`src/rtl/cfgu_pkg.sv`:
```
package cfgu_pkg;
   localparam logic [7:0] KEY_B0     = 8'h87;
   localparam logic [7:0] KEY_B1     = 8'h01;
   localparam logic [7:0] KEY_B2     = 8'h55;
   localparam logic [7:0] REG_EXIT   = 8'h02;
   localparam logic [7:0] REG_LDN    = 8'h07;
   localparam logic [7:0] REG_ID_HI  = 8'h20;
   localparam logic [7:0] REG_ID_LO  = 8'h21;
   localparam logic [7:0] REG_GCTL   = 8'h24;
   localparam logic [7:0] REG_IOB_HI = 8'h64;
   localparam logic [7:0] REG_IOB_LO = 8'h65;
   localparam logic [7:0] GCTL_MASK  = 8'h3E;
   localparam logic [7:0] LOCKED_RD  = 8'hFF;

   typedef enum logic [1:0] {
      KS_IDLE = 2'd0,
      KS_GOT0 = 2'd1,
      KS_GOT1 = 2'd2,
      KS_GOT2 = 2'd3
   } key_stage_e;
endpackage

```
`src/rtl/cfgu_key_match.sv`:
```
module cfgu_key_match
   import cfgu_pkg::*;
#(
   parameter int BASE_PORT = 'h2E
) (
   input  logic       clk,
   input  logic       rst_n,
   input  logic       key_wr,
   input  logic [7:0] key_byte,
   input  logic       relock,
   output logic       unlocked
);
   logic [7:0] key_last;
   logic [7:0] key_want;
   key_stage_e stage_q;

   generate
      if (BASE_PORT == 'h2E) begin : g_key_lo
         assign key_last = 8'h55;
      end else if (BASE_PORT == 'h4E) begin : g_key_hi
         assign key_last = 8'hAA;
      end else begin : g_key_bad
         $error("cfgu_key_match: BASE_PORT must be 0x2E or 0x4E");
         assign key_last = 8'h00;
      end
   endgenerate

   always_comb begin
      unique case (stage_q)
         KS_IDLE: key_want = KEY_B0;
         KS_GOT0: key_want = KEY_B1;
         KS_GOT1: key_want = KEY_B2;
         default: key_want = key_last;
      endcase
   end

   always_ff @(posedge clk) begin
      if (!rst_n) begin
         stage_q  <= KS_IDLE;
         unlocked <= 1'b0;
      end else if (relock) begin
         stage_q  <= KS_IDLE;
         unlocked <= 1'b0;
      end else if (key_wr && !unlocked) begin
         if (key_byte == key_want) begin
            unique case (stage_q)
               KS_IDLE: stage_q <= KS_GOT0;
               KS_GOT0: stage_q <= KS_GOT1;
               KS_GOT1: stage_q <= KS_GOT2;
               default: begin
                  stage_q  <= KS_IDLE;
                  unlocked <= 1'b1;
               end
            endcase
         end else begin
            stage_q <= (key_byte == KEY_B0) ? KS_GOT0 : KS_IDLE;
         end
      end
   end

   // opening only ever follows an index write of the final key byte
   a_r2_open_on_last_key: assert property (@(posedge clk) disable iff (!rst_n)
      $rose(unlocked) |-> $past(key_wr && key_byte == key_last));

   // a broken prefix that is not 0x87 drops back to the idle stage
   a_r3_restart_idle: assert property (@(posedge clk) disable iff (!rst_n)
      (key_wr && !unlocked && !relock && key_byte != key_want && key_byte != KEY_B0)
      |=> stage_q == KS_IDLE);

   // a relock pulse always closes the block
   a_r10_relock_closes: assert property (@(posedge clk) disable iff (!rst_n)
      relock |=> !unlocked);
endmodule

```
`src/rtl/cfgu_reg_bank.sv`:
```
module cfgu_reg_bank
   import cfgu_pkg::*;
#(
   parameter logic [15:0] CHIP_ID   = 16'h8716,
   parameter logic [15:0] IOB_RESET = 16'h0820,
   parameter logic [7:0]  IOB_LDN   = 8'h07
) (
   input  logic       clk,
   input  logic       rst_n,
   input  logic       unlocked,
   input  logic       idx_wr,
   input  logic       dat_wr,
   input  logic [7:0] wbyte,
   output logic [7:0] idx_q,
   output logic [7:0] reg_rd,
   output logic       relock
);
   localparam int IOB_BYTES = 2;

   logic [7:0] ldn_q;
   logic [7:0] gctl_q;
   logic [7:0] iob_byte [IOB_BYTES];
   logic       dev_open;
   logic       reg_wr;

   assign reg_wr   = unlocked && dat_wr;
   assign dev_open = (ldn_q == IOB_LDN);
   assign relock   = reg_wr && (idx_q == REG_EXIT) && wbyte[1];

   always_ff @(posedge clk) begin
      if (!rst_n) begin
         idx_q  <= 8'h00;
         ldn_q  <= 8'h00;
         gctl_q <= 8'h00;
      end else begin
         if (relock)
            idx_q <= 8'h00;
         else if (unlocked && idx_wr)
            idx_q <= wbyte;
         if (reg_wr && idx_q == REG_LDN)
            ldn_q <= wbyte;
         if (reg_wr && idx_q == REG_GCTL)
            gctl_q <= wbyte & GCTL_MASK;
      end
   end

   generate
      for (genvar b = 0; b < IOB_BYTES; b++) begin : g_iob
         localparam logic [7:0] MY_IDX = (b == 0) ? REG_IOB_LO : REG_IOB_HI;
         logic [7:0] byte_q;
         always_ff @(posedge clk) begin
            if (!rst_n)
               byte_q <= IOB_RESET[b*8 +: 8];
            else if (reg_wr && dev_open && idx_q == MY_IDX)
               byte_q <= wbyte;
         end
         assign iob_byte[b] = byte_q;
      end
   endgenerate

   always_comb begin
      unique case (idx_q)
         REG_LDN:    reg_rd = ldn_q;
         REG_ID_HI:  reg_rd = CHIP_ID[15:8];
         REG_ID_LO:  reg_rd = CHIP_ID[7:0];
         REG_GCTL:   reg_rd = gctl_q;
         REG_IOB_HI: reg_rd = dev_open ? iob_byte[1] : 8'h00;
         REG_IOB_LO: reg_rd = dev_open ? iob_byte[0] : 8'h00;
         default:    reg_rd = 8'h00;
      endcase
   end

   // locked data writes leave every stored register untouched
   a_r4_locked_hold: assert property (@(posedge clk) disable iff (!rst_n)
      (!unlocked && dat_wr) |=> ($stable(ldn_q) && $stable(gctl_q) && $stable(iob_byte[0])
                                 && $stable(iob_byte[1])));

   // locked index writes leave the index untouched
   a_r4_locked_index: assert property (@(posedge clk) disable iff (!rst_n)
      (!unlocked && idx_wr) |=> $stable(idx_q));

   // dead bits of the flash-control register stay clear
   a_r9_gctl_dead_bits: assert property (@(posedge clk) disable iff (!rst_n)
      (gctl_q & ~GCTL_MASK) == 8'h00);

   // the index reads back as zero right after a relock
   a_r10_index_cleared: assert property (@(posedge clk) disable iff (!rst_n)
      relock |=> idx_q == 8'h00);

   // the I/O base moves only while its device is selected
   a_r8_iob_gated: assert property (@(posedge clk) disable iff (!rst_n)
      !dev_open |=> ($stable(iob_byte[0]) && $stable(iob_byte[1])));
endmodule

```
`src/rtl/cfg_unlock_ctrl.sv`:
```
module cfg_unlock_ctrl
   import cfgu_pkg::*;
#(
   parameter int          ADDR_W    = 16,
   parameter int          BASE_PORT = 'h2E,
   parameter logic [15:0] CHIP_ID   = 16'h8716,
   parameter logic [15:0] IOB_RESET = 16'h0820,
   parameter logic [7:0]  IOB_LDN   = 8'h07
) (
   input  logic              clk,
   input  logic              rst_n,
   input  logic [ADDR_W-1:0] io_addr,
   input  logic              io_wr,
   input  logic              io_rd,
   input  logic [7:0]        io_wdata,
   output logic [7:0]        io_rdata
);
   localparam logic [ADDR_W-1:0] IDX_ADDR = ADDR_W'(BASE_PORT);
   localparam logic [ADDR_W-1:0] DAT_ADDR = ADDR_W'(BASE_PORT + 1);

   generate
      if (ADDR_W < 8) begin : g_bad_width
         $error("cfg_unlock_ctrl: ADDR_W must be at least 8");
      end
      if (BASE_PORT + 1 >= (1 << ADDR_W)) begin : g_bad_base
         $error("cfg_unlock_ctrl: BASE_PORT does not fit in ADDR_W");
      end
   endgenerate

   logic       hit_idx, hit_dat;
   logic       idx_wr, dat_wr;
   logic       unlocked, relock;
   logic [7:0] idx_q, reg_rd;

   assign hit_idx = (io_addr == IDX_ADDR);
   assign hit_dat = (io_addr == DAT_ADDR);
   assign idx_wr  = io_wr && hit_idx;
   assign dat_wr  = io_wr && hit_dat;

   cfgu_key_match #(.BASE_PORT(BASE_PORT)) u_key (
      .clk      (clk),
      .rst_n    (rst_n),
      .key_wr   (idx_wr),
      .key_byte (io_wdata),
      .relock   (relock),
      .unlocked (unlocked)
   );

   cfgu_reg_bank #(
      .CHIP_ID   (CHIP_ID),
      .IOB_RESET (IOB_RESET),
      .IOB_LDN   (IOB_LDN)
   ) u_bank (
      .clk      (clk),
      .rst_n    (rst_n),
      .unlocked (unlocked),
      .idx_wr   (idx_wr),
      .dat_wr   (dat_wr),
      .wbyte    (io_wdata),
      .idx_q    (idx_q),
      .reg_rd   (reg_rd),
      .relock   (relock)
   );

   always_ff @(posedge clk) begin
      if (!rst_n)
         io_rdata <= LOCKED_RD;
      else if (io_rd) begin
         if (!unlocked || !(hit_idx || hit_dat))
            io_rdata <= LOCKED_RD;
         else if (hit_idx)
            io_rdata <= idx_q;
         else
            io_rdata <= reg_rd;
      end
   end

   // a read while locked yields 0xFF next cycle
   a_r1_locked_read_ff: assert property (@(posedge clk) disable iff (!rst_n)
      (io_rd && !unlocked) |=> io_rdata == LOCKED_RD);

   // a read off the port pair yields 0xFF next cycle
   a_r11_off_pair_ff: assert property (@(posedge clk) disable iff (!rst_n)
      (io_rd && !hit_idx && !hit_dat) |=> io_rdata == LOCKED_RD);

   // without a read strobe the read byte holds
   a_r11_rdata_hold: assert property (@(posedge clk) disable iff (!rst_n)
      !io_rd |=> $stable(io_rdata));
endmodule

```
`config.mk`:
```
export PLATFORM = sky130hd
export DESIGN_NAME = cfg_unlock_ctrl
export DESIGN_NICKNAME = d
export VERILOG_FILES = /design/src/rtl/cfgu_pkg.sv /design/src/rtl/cfgu_key_match.sv /design/src/rtl/cfgu_reg_bank.sv /design/src/rtl/cfg_unlock_ctrl.sv
export SDC_FILE = /design/constraint.sdc
export NUM_CORES = 1
export LEC_CHECK = 0
export ABC_AREA = 1
export BUFFER_PORTS_ARGS = -buffer_cell sky130_fd_sc_hd__buf_2
export CAP_MARGIN = 20
export CORE_ASPECT_RATIO = 1.75
export CORE_MARGIN = 1
export CORE_UTILIZATION = 52
export CTS_CLUSTER_DIAMETER = 50
export DETAILED_ROUTE_END_ITERATION = 8
export PLACE_DENSITY = 0.76
export RECOVER_POWER = 50
export SYNTH_ARGS = -nofsm -noshare
export SYNTH_HDL_FRONTEND = slang
export SYNTH_SLANG_ARGS = --single-unit
export TNS_END_PERCENT = 5
```
`constraint.sdc`:
```
create_clock -name clk -period 1.4 [get_ports clk]
set_input_delay 0.07 -clock clk [delete_from_list [all_inputs] [get_ports clk]]
set_output_delay 0.07 -clock clk [all_outputs]
set_load 0.01 [all_outputs]
```
---- Yosys cells after proc, flatten, opt, wreduce, memory -nomap -nowiden ----
Cells that the tools add are included.
W data, S select, Z words.
storage, ports and cells
  flip-flop bits (word level) ............. 48
  word-level logic and storage cells ...... 53
  output and inout port bits .............. 8
  input bits .............................. 28
operators by class
  muxes and demuxes ....................... 9
  bitwise logic cells ..................... 2
  reduce and logical (&&, ||, !) cells .... 20
  equal/unequal tests ..................... 14
operators with widths
  cell                   number
  $pmux W8 S6            1
  $eq A16 B6 Y1 const B  2
  $mux W8                4
  $eq A8 B6 Y1 const B   3
  $eq A8 B3 Y1 const B   2
  $eq A8 B7 Y1 const B   2
  $pmux W8 S2            1
  $logic_and A1 B1 Y1    12
  $eq A8 B2 Y1 const B   1
  $eq A8 B8 Y1           1
  $eq A8 B8 Y1 const B   1
  $pmux W2 S3            1
  $reduce_and A3 Y1      1
  $reduce_or A3 Y1       1
  $eq A2 B1 Y1 const B   1
  $eq A2 B2 Y1 const B   1
  $logic_not A1 Y1       2
  $logic_not A2 Y1       1
  $logic_or A1 B1 Y1     2
  $mux W2                1
  $not A1 Y1             2
  $reduce_or A2 Y1       1
  $mux W1                1

---- Longest topological paths before layout ----
Gate-level depths: netlist (run 1).
  word-level depth ........................ 6
  mapped depth ............................ 13
  mapped depth without buffers ............ 13

---- Cells and area by module ----
A second synthesis (run 1) with hierarchy kept.
unflattened totals
  cells, all modules ...................... 457
  area total of the unflattened synthesis .. 3004.1 sq um
modules (own cells, without submodules)
  module           instances  sequential area each (sq um)  area each (sq um)  cells an instance
  cfgu_reg_bank    1          740.7                         1998.2             292
  cfg_unlock_ctrl  1          160.2                         629.4              102
  cfgu_key_match   1          60.1                          376.6              63

---- Least setup slack after synthesis (run 1) ----
No wires, ideal clock.
  kind .................................... flip-flop to flip-flop
  start point ............................. register u_key.stage_q[0]
  end point ............................... register u_key.unlocked
  cell stages (with the launch flop) ...... 9
  clock period less this slack ............ 1.386 ns
  data required time ...................... 1.330 ns
  arrival ................................. 1.316 ns
  setup slack ............................. 0.014 ns
  library setup time ...................... 0.070 ns
  path through ............................ dfxtp_1 > inv_1 > ha_1 > nor2_1 > nand3_1 > o21ai_0 > nand3_1 > nand3b_1 > a21oi_1
between the ends
  cells in the longest elaborated chain, start to end .. 4
  elaborated cells between the ends (all ways) .. 8
  those cells by class .................... 3 x eq/ne; 1 x mux; 1 x bitwise; 3 x reduce/logical
ends and longest elaborated chain
  item                                             line                                        source
  start: declaration                               cfgu_key_match.sv:15                        key_stage_e stage_q;
  start signal: assignment                         cfgu_key_match.sv:56                        stage_q <= (key_byte == KEY_B0) ? KS_GOT0 : KS_IDLE;
  $eq A2 B1 Y1, or another cell as far along       cfgu_key_match.sv:29, cfgu_key_match.sv:46
  $pmux W8 S2 or $reduce_or A3 Y1 (tied branches)  -
  $eq A8 B8 Y1 or $not A1 Y1 (tied branches)       -
  $reduce_and A3 Y1 (no source line) (*)           -
  end signal: assignment                           cfgu_key_match.sv:40                        unlocked <= 1'b0;
  end signal: assignment                           cfgu_key_match.sv:43                        unlocked <= 1'b0;
  end signal: assignment                           cfgu_key_match.sv:52                        unlocked <= 1'b1;
  end: declaration                                 cfgu_key_match.sv:11                        output logic unlocked
Every way passes the cells marked *; elsewhere a longest branch is shown, timed or not.
A chain may end at the register's enable or synchronous reset.

---- Final worst setup path (run 1) ----
  start point ............................. register u_key.unlocked
  end point ............................... register u_bank.idx_q[3]
between the ends
  cells in the longest elaborated chain, start to end .. 4
  elaborated cells between the ends (all ways) .. 5
  those cells by class .................... 5 x reduce/logical
ends and longest elaborated chain
  item                               line                 source
  $logic_and A1 B1 Y1                cfgu_reg_bank.sv:26  assign reg_wr = unlocked && dat_wr;
  $logic_and A1 B1 Y1 (2 in series)  cfgu_reg_bank.sv:28  assign relock = reg_wr && (idx_q == REG_EXIT) && wbyte[1];
  $reduce_or A2 Y1 (no source line)  -
  end signal: assignment             cfgu_reg_bank.sv:39  idx_q <= wbyte;
  end: declaration                   cfgu_reg_bank.sv:14  output logic [7:0] idx_q,
Parallel ways exist; a longest one is shown, timed or not.

==> impl_metrics.py, run 1 <==
metrics = {
    "run_status": {
        "outcome": "complete, but fails checks",
        "violations": "setup timing",
    },
    "layout": {
        "fraction_of_final_layout_cells_with_drive_strength_greater_than_1_pct": 31.94,
        "mostFrequentLayoutCells": "sky130_fd_sc_hd__nand2_1, sky130_fd_sc_hd__a21oi_1, sky130_fd_sc_hd__dfxtp_1",
        "mostFrequentLayoutCell": "sky130_fd_sc_hd__nand2_1",
        "area_growth_syn_to_layout_pct": 30.40,
        "fin_util_pct": 71.54,
        "instances_no_fill": 506,
        "diodes_inserted": 0,
        "finalNetCount": 487,
    },
    "worst_setup_path": {
        "r2r-end": "u_bank.idx_q[3]$_SDFFE_PP0P_",
        "cp_data_required_time_ps": 1600,
        "cp_slowest_stage_delay_ps": 360,
        "worst_ep_arrival_time_ps": 1640,
        "reg2reg_setup_slack_ps": -40,
        "worstPathCellList": "nand3_1 -> nor2_2 -> buf_6 -> nand2_4 -> o21ai_2 -> buf_6 -> a21oi_1",
        "critical_path_s_most_frequent_cell": "sky130_fd_sc_hd__buf_6",
        "worstSetupPathType": "reg2reg",
        "critical_path_peak_fanout": 6,
        "critical_path.reg2reg.startpoint": "u_key.unlocked$_SDFFE_PP0P_",
        "critical_path.startpoint_type": "flip-flop",
        "timing.reg2reg.worst_path_depth": 7,
        "critical-path-top-delay-family": "flip-flops",
        "worst_path_max_delay_cell": "sky130_fd_sc_hd__dfxtp_1",
        "crit_cells": 7,
        "critPathCaptureType": "flip-flop",
        "path_buf_inv": 2,
    },
    "min_path": {
        "hold-path-cell-count": 3,
        "holdCritStartpoint": "io_wdata[5]",
        "min_path_type": "in2reg",
        "hold_end": "u_bank.idx_q[5]$_SDFFE_PP0P_",
    },
    "power": {
        "cell_internal_power_dissipation_mw": 1.842,
        "worst_ir_drop_vdd_uv": 805.4,
        "total_leakage_power_nw": 1.553,
        "power.net_switching_mw": 0.6006,
        "pwr-share-clk_pct": 36.1,
        "comb_power_share_pct": 7.5,
        "power.switching_fraction_pct": 24.58,
        "design_power_total_mw": 2.443,
        "power_density_of_the_placed_cells_nw_per_um2": 719.2,
        "seq_power_share_pct": 56.4,
    },
    "sta": {
        "relSlewSlack_pct": 79.30,
        "fin_worst_skew_ps": 8.160,
        "layout_min_cycle_time_ps": 1445,
        "max_slew.worst_pin.slew_ps": 309.6,
        "setup-violations-final": 16,
        "final.hold.worst_slack_ps": 47.71,
        "rsz0062_at_grt": "true",
        "hold_violations": 0,
        "postLayoutSetupSlackWorst_ps": -44.62,
        "slew_viol_final": 0,
        "layout_worst_path_cycle_share_pct": 103.2,
        "max_freq_mhz": 692.2,
    },
    "clock_tree": {
        "worstSkewPairLatency_ps": 310,
        "cts-buffers-inserted": 5,
        "tritoncts_num_sinks": 48,
        "hold_buffers": 0,
        "clock_tree_from_tritoncts": "built",
        "cts_root_buf": "sky130_fd_sc_hd__clkbuf_8",
        "clk_pin_slew_worst_paths_ps": 90,
        "clock_path_buffers": 2,
        "htree_num_levels": 2,
    },
    "route": {
        "router_iterations_before_antenna_repair": 5,
        "first_iter_violations": 123,
        "number_of_nets_still_failing_antenna_checks_after_routing": 0,
        "vias": 2778,
        "vias_per_cell": 5.490,
        "post_drt_wl_per_cell_um": 15.00,
        "route.detailed.drc": 0,
        "drt-total-wl_mm": 7.592,
    },
    "floorplanning": {
        "die_width_um": 55.51,
        "floorplan.die.height_um": 95.63,
        "io-pin-count": 36,
        "std_cell_rows": 33,
        "design.die.area_um2": 5308,
        "initial_util_pct": 54.86,
        "core-area_um2": 4748,
    },
    "logic_synthesis": {
        "yosys.cell_types.count": 35,
        "postSynthRegisterBits": 48,
        "synth_cells": 379,
        "synth-warning-count": 0,
        "synthesis.area_per_instance_um2": 6.873,
        "synth_sequential_area_ratio_pct": 36.89,
        "netlist.area_leader.share_pct": 36.89,
        "synth_top_cells_by_area": "sky130_fd_sc_hd__dfxtp_1, sky130_fd_sc_hd__nand2_1, sky130_fd_sc_hd__a21oi_1",
        "synthesis.nets": 413,
        "syn-cell-area_um2": 2605,
        "synth_top_cell_by_area": "sky130_fd_sc_hd__dfxtp_1",
    },
    "grt": {
        "grt_max_degree": 20,
        "wire_length_of_the_first_global_routing_pass_mm": 11.90,
        "antenna_found_initial": 0,
        "first_global_vias": 2682,
        "global_route.usage.total_pct": 28.81,
        "grt_remaining_overflow": 0,
    },
    "run": {
        "timing.max_cap.violations": 0,
    },
    "place": {
        "number_of_cells_in_the_design_after_placement": 492,
        "final_wtd_congestion": 0.9375,
        "portBuffers": 35,
        "dpl.hpwl_mm": 5.464,
    },
}
## synthesized netlist by cell type
library cell / n
sky130_fd_sc_hd__buf_4: 2
sky130_fd_sc_hd__nand3_1: 32
sky130_fd_sc_hd__nand2_1: 96
sky130_fd_sc_hd__nor2_2: 3
sky130_fd_sc_hd__clkbuf_1: 3
sky130_fd_sc_hd__nand3b_1: 3
sky130_fd_sc_hd__inv_1: 38
sky130_fd_sc_hd__dfxtp_1: 48
sky130_fd_sc_hd__o21ai_1: 2
sky130_fd_sc_hd__nor3_4: 2
sky130_fd_sc_hd__xnor2_1: 1
sky130_fd_sc_hd__nand4_1: 2
sky130_fd_sc_hd__nand3_2: 1
sky130_fd_sc_hd__o21ai_2: 1
sky130_fd_sc_hd__inv_2: 2
sky130_fd_sc_hd__or3_1: 1
sky130_fd_sc_hd__nand2_2: 3
sky130_fd_sc_hd__a21oi_1: 42
sky130_fd_sc_hd__and2_4: 1
sky130_fd_sc_hd__clkinv_2: 1
sky130_fd_sc_hd__nor3_1: 11
sky130_fd_sc_hd__o211ai_1: 2
sky130_fd_sc_hd__ha_1: 6
sky130_fd_sc_hd__nor2_1: 44
sky130_fd_sc_hd__nor2_8: 1
sky130_fd_sc_hd__o21ai_0: 18
sky130_fd_sc_hd__nor4_1: 1
sky130_fd_sc_hd__nor3_2: 1
sky130_fd_sc_hd__buf_6: 1
sky130_fd_sc_hd__a21oi_2: 1
sky130_fd_sc_hd__nand2_4: 1
sky130_fd_sc_hd__nand4_4: 2
sky130_fd_sc_hd__buf_8: 1
sky130_fd_sc_hd__nor2_4: 4
sky130_fd_sc_hd__clkinv_1: 1
## worst max path at each step
stage,from,end
floorplan,u_key.stage_q[0]$_SDFFE_PP0P_,u_key.unlocked$_SDFFE_PP0P_
finish,u_key.unlocked$_SDFFE_PP0P_,u_bank.idx_q[3]$_SDFFE_PP0P_
CTS,u_bank.idx_q[2]$_SDFFE_PP0P_,io_rdata[7]$_SDFFE_PN1P_
global placement,u_bank.idx_q[2]$_SDFFE_PP0P_,u_key.stage_q[0]$_SDFFE_PP0P_
global route,u_bank.idx_q[3]$_SDFFE_PP0P_,io_rdata[4]$_SDFFE_PN1P_
detailed placement,u_key.stage_q[0]$_SDFFE_PP0P_,u_key.stage_q[0]$_SDFFE_PP0P_
## state kept, by name (all words and copies together) (netlist names)
name and count:
u_bank.ldn_q 8, io_rdata 8, u_bank.gctl_q 5, u_bank.idx_q 8, u_bank.g_iob.byte_q 16, u_key.unlocked 1
u_key.stage_q 2
## layer usage
| layer | global-route usage (%) | wire length (um) |
|---|---|---|
| met5 | 0 | 0 |
| met4 | 18.13 | 495 |
| met3 | 3.664 | 346 |
| met2 | 54.12 | 3918 |
| met1 | 29.89 | 2832 |
## logic make-up after synthesis
group | share of synthesized area [%]
AND/OR/NAND/NOR | 38.62
AO/OA/AOI/OAI | 13.16
buffers and inverters | 8.117
flip-flops | 36.89
adder cells (fa/ha/maj) | 2.882
XOR/XNOR | 0.3363
## final cells by class
cell class	instances	area [um2]
multi-input cells	283	1585
flip-flops and latches	48	974.7
fillers	391	1351
clock buffers	6	82.58
inverters	42	170.2
repair buffers	73	504.2
well taps	52	65.06
clock inverters	2	15.01
## per-stage QoR
step	setup WS (ps)	cell area (um2)	TNS (ps)
3_3_place_gp	-88.90	3053	-960.5
5_1_grt	-156.3	3397	-3236
4_1_cts	-12.84	3252	-49.24
2_1_floorplan	14.39	2605	0
3_5_place_dp	-124.8	3053	-1325
6_report	-44.62	3397	-322.1
## power groups by stage
stage	clock network, mW	logic (mW)	registers, mW
detailed placement	0	0.173	1.41
floorplan	0	0.0722	1.42
global placement	0	0.170	1.41
CTS	0.892	0.180	1.38
finish	0.883	0.182	1.38
global route	0.944	0.201	1.38
## worst reg2reg max path, delay by kind of cell, from the launching register on
family | cells | cell delay [ps]
flops | 1 | 360
simple gates | 3 | 350
buf+inv | 2 | 330
compound gates | 2 | 300
## timing repair
action                                  in CTS  in global routing
cloned                                       2                  0
pin swaps                                   13                 21
buffers inserted                             2                  2
gates resized for setup                     29                 48
endpoints found under the setup margin      30                 48
(Power assumes the default switching activity.)
==> inputs of run 2 (changes only) <==
Settings changed: RECOVER_POWER 50 to default.
==> run 2 against run 1 <==
The run still ends with setup timing left. Combinational power about the same. Final cell count unchanged. Hold slack better by 3.3 ps. Total power about the same. Non-clock buffer count unchanged. Largest cell class unchanged. Critical endpoint unchanged. Die area unchanged.
==> impl_metrics.py, run 2 (synthesis gave the netlist of run 1 again) <==
metrics = {
    "layout": {
        "mostFrequentLayoutCells": "sky130_fd_sc_hd__nand2_1, sky130_fd_sc_hd__a21oi_1, sky130_fd_sc_hd__dfxtp_1",
        "area_growth_syn_to_layout_pct": 30.64,
        "mostFrequentLayoutCell": "sky130_fd_sc_hd__nand2_1",
        "max_flop_register": "u_bank.g_iob.byte_q",
        "post-route-cell-area_um2": 3403,
        "fraction_of_final_layout_cells_with_drive_strength_greater_than_1_pct": 33.04,
        "finalNetCount": 487,
        "largest_reg_flops": 16,
        "diodes_inserted": 0,
    },
    "grt": {
        "grt_remaining_overflow": 0,
        "wire_length_of_the_first_global_routing_pass_mm": 11.90,
        "grt_max_degree": 20,
        "global_route.usage.total_pct": 28.81,
        "first_global_vias": 2682,
        "antenna_found_initial": 0,
    },
    "route": {
        "router_iterations_before_antenna_repair": 5,
        "detail_route.wirelength.met1_mm": 2.806,
        "first_iter_violations": 123,
        "post_drt_wl_per_cell_um": 14.98,
        "vias": 2786,
        "met3WireLength_um": 356,
        "dr_wl_met2_mm": 3.923,
        "drt-total-wl_mm": 7.579,
        "route.detailed.drc": 0,
        "top_signal_layer_used": "met4",
        "vias_per_cell": 5.506,
        "number_of_nets_still_failing_antenna_checks_after_routing": 0,
    },
    "power": {
        "worst_ir_drop_vdd_uv": 805.6,
        "design_power_total_mw": 2.442,
        "power_density_of_the_placed_cells_nw_per_um2": 717.4,
        "total_leakage_power_nw": 1.561,
    },
    "worst_setup_path": {
        "worst_ep_arrival_time_ps": 1640,
        "cp_slowest_stage_delay_ps": 360,
        "worstSetupPathType": "reg2reg",
        "worst_path_max_delay_cell": "sky130_fd_sc_hd__dfxtp_1",
        "critical_path_s_most_frequent_cell": "sky130_fd_sc_hd__buf_6",
        "critPathCaptureType": "flip-flop",
        "cp_data_required_time_ps": 1590,
        "critical_path_peak_fanout": 6,
        "worstPathCellList": "nand3_1 -> nor2_2 -> buf_6 -> nand2_4 -> o21ai_2 -> buf_6 -> a21oi_1",
        "critical_path.startpoint_type": "flip-flop",
    },
    "floorplanning": {
        "core-area_um2": 4748,
        "io-pin-count": 36,
        "die_width_um": 55.51,
        "std_cell_rows": 33,
        "initial_util_pct": 54.86,
        "design.die.area_um2": 5308,
        "floorplan.die.height_um": 95.63,
    },
    "place": {
        "portBuffers": 35,
        "placed_area_um2": 3053,
        "final_wtd_congestion": 0.9375,
        "dpl.hpwl_mm": 5.464,
    },
    "run_status": {
        "outcome": "complete, but fails checks",
        "violations": "setup timing",
    },
    "sta": {
        "max_freq_mhz": 693.1,
        "layout_min_cycle_time_ps": 1443,
        "slew_viol_final": 0,
        "fin_worst_skew_ps": 8.353,
        "rsz0062_at_grt": "true",
        "setup-violations-final": 14,
        "postLayoutSetupSlackWorst_ps": -42.79,
        "max_slew.worst_pin.slew_ps": 309.3,
        "hold_violations": 0,
        "relSlewSlack_pct": 79.32,
        "layout_worst_path_cycle_share_pct": 103.1,
    },
    "run": {
        "timing.max_cap.violations": 0,
    },
    "clock_tree": {
        "clk_pin_slew_worst_paths_ps": 90,
        "clock_path_buffers": 2,
        "htree_num_levels": 2,
        "hold_buffers": 0,
        "tritoncts_num_sinks": 48,
        "worstSkewPairLatency_ps": 300,
        "cts-buffers-inserted": 5,
        "cts_root_buf": "sky130_fd_sc_hd__clkbuf_8",
        "clock_tree_from_tritoncts": "built",
    },
    "min_path": {
        "min_path_type": "in2reg",
    },
}
[run 2: worst max-delay path: cells and delay by family, from the launching register on]
kind,cells,cell delay [ps]
DFF,1,360
buffers and inverters,2,330
and+or+nand+nor,3,350
AOI/OAI and AO/OA,2,290
[run 2: where the power goes]
part | switching [mW] | total, mW | internal (mW)
combinational | 0.113 | 0.184 | 0.0711
clock | 0.479 | 0.880 | 0.400
sequential | 0.00456 | 1.38 | 1.37
total | 0.597 | 2.44 | 1.84
[run 2: worst paths after layout]
kind	start	end	slack (ps)	cells after the start
setup reg to reg	u_key.unlocked$_SDFFE_PP0P_	u_bank.idx_q[3]$_SDFFE_PP0P_	-40	7
hold / removal	io_wdata[5]	u_bank.idx_q[5]$_SDFFE_PP0P_	50	3
hold reg to reg	io_rdata[4]$_SDFFE_PN1P_	io_rdata[4]$_SDFFE_PN1P_	470	2
setup / recovery	u_key.unlocked$_SDFFE_PP0P_	u_bank.idx_q[3]$_SDFFE_PP0P_	-40	7
[run 2: stage by stage]
| step | setup TNS [ps] | setup slack [ps] | utilization, % | instances | hold slack [ps] |
|---|---|---|---|---|---|
| after global placement | -960.5 | -88.90 | 64.30 | 492 | 362.7 |
| after floorplan | 0 | 14.39 | - | 379 | 197.8 |
| after global routing | -3236 | -156.3 | 71.67 | 506 | 50.20 |
| after CTS | -49.24 | -12.84 | 68.48 | 504 | 41.02 |
| final | -293.6 | -42.79 | 71.67 | 506 | 50.97 |
| after detailed placement | -1325 | -124.8 | 64.30 | 492 | 366.3 |
[run 2: layer usage]
metal | vias up | global-route usage [%]
met1 | 1257 | 29.89
met3 | 38 | 3.664
met4 | 0 | 18.13
met2 | 110 | 54.12
met5 | - | 0
li1 | 1381 | -
[run 2: layout make-up]
class                   count  area, um2
clock inverters             2      15.01
well taps                  52      65.06
inverters                  42      170.2
multi-input cells         283       1585
repair buffers             73      510.5
flip-flops and latches     48      974.7
clock buffers               6      82.58
fillers                   386       1345
[run 2: timing repair]
action | in CTS | in global routing
gates resized for setup | 29 | 48
setup buffers | 2 | 2
pin swaps | 13 | 21
cloned | 2 | 0
setup endpoints to repair | 30 | 48
